## src/rtl/ripple_alu_pkg.sv

```systemverilog
package ripple_alu_pkg;

  localparam int SLICE_W = 4;

  typedef enum logic [2:0] {
    FN_ZERO    = 3'b000,
    FN_B_SUB_A = 3'b001,
    FN_A_SUB_B = 3'b010,
    FN_ADD     = 3'b011,
    FN_XOR     = 3'b100,
    FN_OR      = 3'b101,
    FN_AND     = 3'b110,
    FN_ONES    = 3'b111
  } alu_fn_e;

endpackage

```

## src/rtl/alu_slice4.sv

```systemverilog
module alu_slice4
  import ripple_alu_pkg::*;
#(
  parameter int SW = SLICE_W
) (
  input  logic [SW-1:0] a,
  input  logic [SW-1:0] b,
  input  logic          cin,
  input  logic [2:0]    fn,
  output logic [SW-1:0] f,
  output logic          cout,
  output logic          ovr
);

  logic [SW-1:0] opx;
  logic [SW-1:0] opy;
  logic [SW:0]   carry;

  // carry vector: bit i is the carry into position i, bit SW the carry out
  function automatic logic [SW:0] ripple(input logic [SW-1:0] x,
                                         input logic [SW-1:0] y,
                                         input logic          ci);
    logic [SW:0] c;
    c[0] = ci;
    for (int i = 0; i < SW; i++) begin
      c[i+1] = (x[i] & y[i]) | ((x[i] ^ y[i]) & c[i]);
    end
    return c;
  endfunction

  // operand steering for the arithmetic codes
  always_comb begin
    opx = a;
    opy = b;
    case (alu_fn_e'(fn))
      FN_B_SUB_A: begin
        opx = b;
        opy = ~a;
      end
      FN_A_SUB_B: begin
        opx = a;
        opy = ~b;
      end
      default: ;
    endcase
  end

  assign carry = ripple(opx, opy, cin);

  always_comb begin
    f    = '0;
    cout = 1'b0;
    ovr  = 1'b0;
    case (alu_fn_e'(fn))
      FN_ZERO: begin
        f    = '0;
        cout = 1'b1;
        ovr  = 1'b1;
      end
      FN_ONES: f = '1;
      FN_XOR:  f = a ^ b;
      FN_OR:   f = a | b;
      FN_AND:  f = a & b;
      default: begin
        f    = opx ^ opy ^ carry[SW-1:0];
        cout = carry[SW];
        ovr  = carry[SW] ^ carry[SW-1];
      end
    endcase
  end

endmodule

```

## src/rtl/alu_chain.sv

```systemverilog
module alu_chain
  import ripple_alu_pkg::*;
#(
  parameter int WIDTH = 16
) (
  input  logic [WIDTH-1:0] a,
  input  logic [WIDTH-1:0] b,
  input  logic             cin,
  input  logic [2:0]       fn,
  output logic [WIDTH-1:0] f,
  output logic             cout,
  output logic             ovf
);

  localparam int NSLICE = WIDTH / SLICE_W;

  logic [NSLICE:0]   link;
  logic [NSLICE-1:0] slice_ovr;

  assign link[0] = cin;

  for (genvar k = 0; k < NSLICE; k++) begin : g_slice
    alu_slice4 #(.SW(SLICE_W)) u_slice (
      .a    (a[k*SLICE_W +: SLICE_W]),
      .b    (b[k*SLICE_W +: SLICE_W]),
      .cin  (link[k]),
      .fn   (fn),
      .f    (f[k*SLICE_W +: SLICE_W]),
      .cout (link[k+1]),
      .ovr  (slice_ovr[k])
    );

    // every slice raises both flags in the zero code
    always_comb begin
      if (fn == 3'(FN_ZERO)) begin
        AST_SLICE_ZERO_FLAGS: assert (slice_ovr[k] && link[k+1]);
      end
    end
  end

  assign cout = link[NSLICE];
  assign ovf  = slice_ovr[NSLICE-1];

endmodule

```

## src/rtl/ripple_alu.sv

```systemverilog
module ripple_alu
  import ripple_alu_pkg::*;
#(
  parameter int WIDTH = 16
) (
  input  logic             clk,
  input  logic             rst,
  input  logic [WIDTH-1:0] op_a,
  input  logic [WIDTH-1:0] op_b,
  input  logic             carry_in,
  input  logic [2:0]       func,
  output logic [WIDTH-1:0] result,
  output logic             carry_out,
  output logic             ovf
);

  localparam int MSB = WIDTH - 1;

  logic [WIDTH-1:0] nxt_result;
  logic             nxt_carry;
  logic             nxt_ovf;

  alu_chain #(.WIDTH(WIDTH)) u_chain (
    .a    (op_a),
    .b    (op_b),
    .cin  (carry_in),
    .fn   (func),
    .f    (nxt_result),
    .cout (nxt_carry),
    .ovf  (nxt_ovf)
  );

  always_ff @(posedge clk) begin
    if (rst) begin
      result    <= '0;
      carry_out <= 1'b0;
      ovf       <= 1'b0;
    end else begin
      result    <= nxt_result;
      carry_out <= nxt_carry;
      ovf       <= nxt_ovf;
    end
  end

  AST_RESET_ZEROES: assert property (@(posedge clk)
    rst |=> (result == '0 && !carry_out && !ovf));

  AST_ZERO_CODE_FLAGS: assert property (@(posedge clk) disable iff (rst)
    (!$past(rst) && $past(func) == 3'(FN_ZERO))
      |-> (result == '0 && carry_out && ovf));

  AST_ONES_CODE: assert property (@(posedge clk) disable iff (rst)
    (!$past(rst) && $past(func) == 3'(FN_ONES))
      |-> (result == '1 && !carry_out && !ovf));

  AST_LOGIC_FLAGS_LOW: assert property (@(posedge clk) disable iff (rst)
    (!$past(rst) && $past(func[2]) && $past(func) != 3'(FN_ONES))
      |-> (!carry_out && !ovf));

  AST_ADD_OVF_SIGNS: assert property (@(posedge clk) disable iff (rst)
    (!$past(rst) && $past(func) == 3'(FN_ADD) && ovf)
      |-> ($past(op_a[MSB]) == $past(op_b[MSB]) && result[MSB] != $past(op_a[MSB])));

endmodule

```

## config.mk

```make
export PLATFORM = sky130hd
export DESIGN_NAME = ripple_alu
export DESIGN_NICKNAME = d
export VERILOG_FILES = /design/src/rtl/ripple_alu_pkg.sv /design/src/rtl/alu_slice4.sv /design/src/rtl/alu_chain.sv /design/src/rtl/ripple_alu.sv
export SDC_FILE = /design/constraint.sdc
export NUM_CORES = 1
export LEC_CHECK = 0
export BUFFER_PORTS_ARGS = -buffer_cell sky130_fd_sc_hd__buf_2
export CAP_MARGIN = 30
export CORE_UTILIZATION = 35
export DETAILED_ROUTE_END_ITERATION = 7
export SYNTH_ARGS = -nofsm -noshare
export SYNTH_HDL_FRONTEND = slang
export SYNTH_HIERARCHICAL = 1
export SYNTH_SLANG_ARGS = --single-unit
export TNS_END_PERCENT = 20
```

## constraint.sdc

```tcl
create_clock -name clk -period 12.5 [get_ports clk]
set_clock_uncertainty 0.2 [all_clocks]
set_input_delay 1.25 -clock clk [delete_from_list [all_inputs] [get_ports clk]]
set_output_delay 1.25 -clock clk [all_outputs]
set_load 0.02 [all_outputs]
```

==> results of run 1 <==
layout make-up:
| class | count | area share |
|---|---|---|
| Tap cell | 105 | 0.0388 |
| Timing Repair Buffer | 58 | 0.0879 |
| Sequential cell | 18 | 0.106 |
| Multi-Input combinational cell | 320 | 0.706 |
| Clock buffer | 4 | 0.0163 |
| Inverter | 40 | 0.0443 |
metrics by stage:
step	total power, mW	worst slack (ns)	hold WS [ns]	instances
2_1_floorplan	0.161	3.67	1.12	399
3_3_place_gp	0.197	2.81	1.46	541
3_5_place_dp	0.199	2.69	1.46	541
4_1_cts	0.250	2.95	1.20	545
5_1_grt	0.270	2.56	1.21	545
6_report	0.248	2.93	1.18	545
final timing paths:
| check | cells past startpoint | start | slack [ns] | end |
|---|---|---|---|---|
| worst max-delay path | 31 | func[1] | 2.93 | result[15] |
| worst min-delay path | 2 | rst | 1.18 | result[13] |
power by group:
group	total, mW	internal [mW]	switching, mW
Clock	0.0510	0.0281	0.0230
Combinational	0.132	0.0576	0.0740
Sequential	0.0657	0.0642	0.00146
sequential cells by signal, summed over array words and instances (netlist names):
register and count:
carry_out 1, ovf 1, result 16
layer usage:
| layer | vias up | share of wire | GRT usage |
|---|---|---|---|
| li1 | 1477 | - | - |
| met1 | 1350 | 0.50 | 0.247 |
| met2 | 73 | 0.46 | 0.290 |
| met3 | 4 | 0.036 | 0.00805 |
| met4 | 0 | 0.0053 | 0.0303 |
| met5 | - | 0 | 0 |
==> key figures, run 1 <==
Logic synthesis
  – Syn Nets: 485
  – Avg Cell Area, Syn: 7.56 µm²
  – Post-Syn Instances: 399
  – Synth warn: 6
  – Cell Area, Synth: 3020 µm²

CTS
  – Bufs on Longest Clock Path: 2
  – H-tree depth: 1
  – Reg clk slew, reported paths: 0.08 ns
  – Post-CTS Setup Inserts: 0
  – CTS Hold Bufs: 0
  – CTS Sinks: 18
  – Root Driver: clkbuf_8
  – Post-cts sizing count: 0
  – Total CTS buffers: 3
  – CTS tree: done

Floorplanning
  – Die area: 8990 µm²
  – Top-Level Pins: 56
  – Die W: 94.8 µm
  – Placement row count: 33
  – Initial Util: 0.365
  – DIE HEIGHT: 94.8 µm
  – Core ar.: 8260 µm²

Finish
  – Most frequent cells in the layout: buf_2 (55), inv_1 (40), nor2_1 (36)
  – Util after Layout: 0.410
  – Flip-flop and latch area: 360 µm²
  – Share of layout cells above drive strength 1: 0.168
  – Antenna cells: 0
  – Multi-input logic area: 2390 µm²
  – Commonest non-fill, non-tap cell in the layout: buf_2
  – Final Instance Area: 3390 µm²
  – Fill cell count: 892
  – Area grow syn2layout: 12.3%
  – Final nets: 527

Detailed routing
  – First drt pass iteration count: 4
  – Post-Route WL: 7.50 mm
  – Vias: 2904
  – DRC: 0
  – Post-DR wirelength/cell: 13.8 µm
  – Post-route ant nets: 0
  – Via density: 5.33
  – Starting DRT DRC Count: 116

Pwr
  – P_leak: 1.65 nW
  – Pwr/cell area: 73.3 nW/µm²
  – Worst vdd ir: 0.0303 mV

Placed design
  – Hpwl dp: 5.58 mm
  – RePlAce Congestion: 0.853
  – Port buffer count: 55
  – DP Area: 3330 µm²

Critical path
  – Startpoint types: input pin
  – Setup CP Type: input pin to flop
  – Family with the most delay on the worst path: adder cells
  – Slowest stage cell on the critical path: buf_4
  – Cell mode on critical path: fa_1
  – Critical path buffers and inverters: 6
  – Critical path fanouts, max: 72
  – Critical Path RT: 12.51 ns
  – Critical path's largest stage delay: 0.54 ns
  – Crit path DAT: 9.58 ns
  – Worst setup EP type: flop

STA
  – Final Setup Violations: 0
  – Slew margin rel.: 0.408
  – Min Tclk post-route: 9.57 ns
  – Fin. Hold Viols: 0
  – Fmax: 105 MHz
  – Max-slew violations: 0
  – Sum of negative setup slack: 0 ns
  – Final Cycle Share: 0.765
  – RSZ-0062 raised after global routing: no
  – Slew at the pin closest to its max-slew limit: 0.888 ns

Global route
  – Vias in the first global route: 2727
  – First-pass GRT wire length: 12.7 mm
  – Total GRT Usage: 0.173
  – Largest net degree at the start of global routing: 73
  – Initial antenna violation count: 0
  – Grt total ovfl: 0

Run status
  – Status: complete, no violations

Flow run
  – Max-Cap Viols: 0

Hold path
  – Hold Path Class: input pin to flop
(Power assumes the default switching activity.)
==> run 2: changes to the inputs <==
Clock period 12.5 ns to 8.8 ns, I/O delays scaled along.
==> key figures, run 2 (synthesis results as in run 1) <==
CTS
  – H-tree depth: 1 (unchanged)
  – Reg clk slew, reported paths: 0.07 ns (about the same)
  – Total CTS buffers: 3 (unchanged)
  – CTS Sinks: 18 (unchanged)
  – Post-CTS Setup Inserts: 0 (unchanged)
  – CTS tree: done
  – Bufs on Longest Clock Path: 2 (unchanged)
  – CTS Hold Bufs: 0 (unchanged)
  – Post-cts sizing count: 0 (unchanged)
  – Root Driver: clkbuf_8

Placed design
  – Port buffer count: 55 (unchanged)
  – Hpwl dp: 5.85 mm (+5.0%)
  – RePlAce Congestion: 0.901 (+5.7%)
  – Cell total after placement: 551 (+1.8%)

Finish
  – Util after Layout: 0.420 (+0.00939)
  – Fill cell count: 871 (-2.4%)
  – Commonest non-fill, non-tap cell in the layout: buf_2
  – Non-filler cells, final: 556 (+2.0%)
  – Top reg by flops: result
  – Multi-input logic area: 2390 µm² (unchanged)
  – Final nets: 537 (+1.9%)
  – Flip-flop and latch area: 360 µm² (unchanged)
  – Area grow syn2layout: 14.9%
  – Largest regs: result x16, carry_out x1, ovf x1
  – Max FFs per register: 16 (unchanged)
  – Most frequent cells in the layout: buf_2 (55), inv_1 (40), nor2_1 (36)
  – Share of layout cells above drive strength 1: 0.187 (+0.0185)

Global route
  – First-pass GRT wire length: 12.8 mm (+0.82%)
  – Largest net degree at the start of global routing: 56 (-23%)
  – Total GRT Usage: 0.175 (+0.00172)
  – Initial antenna violation count: 1 (+1)
  – Vias in the first global route: 2747 (+0.73%)
  – Grt total ovfl: 0 (unchanged)

STA
  – Fin. Hold Viols: 0 (unchanged)
  – Fmax: 119 MHz
  – Min Tclk post-route: 8.43 ns
  – Slew at the pin closest to its max-slew limit: 0.529 ns (-0.360 ns)
  – RSZ-0062 raised after global routing: no
  – Sum of negative setup slack: 0 ns (unchanged)
  – Final Setup Violations: 0 (unchanged)
  – Slew margin rel.: 0.648 (+0.240)
  – Final Cycle Share: 0.957
  – Max-slew violations: 0 (unchanged)

Detailed routing
  – Starting DRT DRC Count: 117 (+0.86%)
  – Vias: 2967 (+2.2%)
  – Post-Route WL: 7.70 mm (+2.7%)
  – Via density: 5.34 (+0.15%)
  – DRC: 0 (unchanged)
  – Post-route ant nets: 0 (unchanged)
  – First drt pass iteration count: 4 (unchanged)
  – Post-DR wirelength/cell: 13.8 µm (+0.62%)

Pwr
  – P_leak: 1.70 nW (+3.0%)
  – Overall Power: 0.353 mW (+42%)
  – Worst vdd ir: 0.0509 mV (+68%)
  – Pwr/cell area: 102 nW/µm² (+39%)

Flow run
  – Max-Cap Viols: 0 (unchanged)

Hold path
  – Hold Path Class: input pin to flop
  – Worst Hold End: result[9]
  – Worst hold path startpoint: rst
  – Hold-critical path depth: 2 (unchanged)

Floorplanning
  – Placement row count: 33 (unchanged)
  – Initial Util: 0.365 (unchanged)
  – Die W: 94.8 µm (unchanged)
  – Die area: 8990 µm² (unchanged)
  – Top-Level Pins: 56 (unchanged)
  – DIE HEIGHT: 94.8 µm (unchanged)
  – Core ar.: 8260 µm² (unchanged)

Run status
  – Status: complete, no violations

Critical path
  – Critical path fanouts, max: 6 (-92%)
  – Critical path's largest stage delay: 0.46 ns (-0.08 ns)
  – Startpoint types: input pin
  – Worst setup EP type: flop
  – Critical Path RT: 8.81 ns (-3.70 ns)
  – Crit path DAT: 8.43 ns (-1.15 ns)
  – Slowest stage cell on the critical path: fa_1
  – Cell mode on critical path: fa_1
  – Setup CP Type: input pin to flop
## run 2: worst max-delay path by stage
| stage | slack, ns | start | end |
|---|---|---|---|
| 4_1_cts | 0.36 | func[1] | result[15] |
| 3_3_place_gp | 0.12 | func[1] | result[15] |
| 6_report | 0.37 | func[1] | result[15] |
| 5_1_grt | 0.02 | func[1] | result[15] |
| 2_1_floorplan | 0.34 | func[1] | result[15] |
| 3_5_place_dp | 0.09 | func[1] | result[15] |
## run 2: cell type report
cell class,count,share of cell area
multi-input cells,320,0.691
repair buffers,68,0.108
flip-flops and latches,18,0.104
inverters,40,0.0433
well taps,105,0.0379
clock buffers,4,0.0159
diodes,1,0.000722
## run 2: critical path: cells and delay by family
family                     cells  cell delay [ns]
adders and majority gates     16             5.77
AOI/OAI and AO/OA              7             1.07
buffers and inverters          5             0.43
and+or+nand+nor                2             0.27
## run 2: report_power, final
part / leakage [nW] / switching, mW / total (mW) / internal, mW
logic: 1.52 / 0.105 / 0.189 / 0.0844
clock network: 0.0288 / 0.0300 / 0.0697 / 0.0398
registers: 0.150 / 0.00243 / 0.0937 / 0.0913
total: 1.70 / 0.137 / 0.353 / 0.216
## run 2: per-stage QoR
stage / area [µm²] / hold slack, ns / worst slack (ns)
6_report: 3460 / 0.808 / 0.374
5_1_grt: 3460 / 0.833 / 0.0188
4_1_cts: 3460 / 0.811 / 0.356
3_5_place_dp: 3410 / 1.08 / 0.0937
3_3_place_gp: 3410 / 1.08 / 0.121
2_1_floorplan: 3020 / 0.752 / 0.337
## run 2: metal layers
| layer | up-vias | track usage | wire length (µm) |
|---|---|---|---|
| li1 | 1489 | - | - |
| met1 | 1415 | 0.244 | 3600 |
| met2 | 61 | 0.293 | 3690 |
| met3 | 2 | 0.0169 | 378 |
| met4 | 0 | 0.0328 | 28 |
| met5 | - | 0 | 0 |
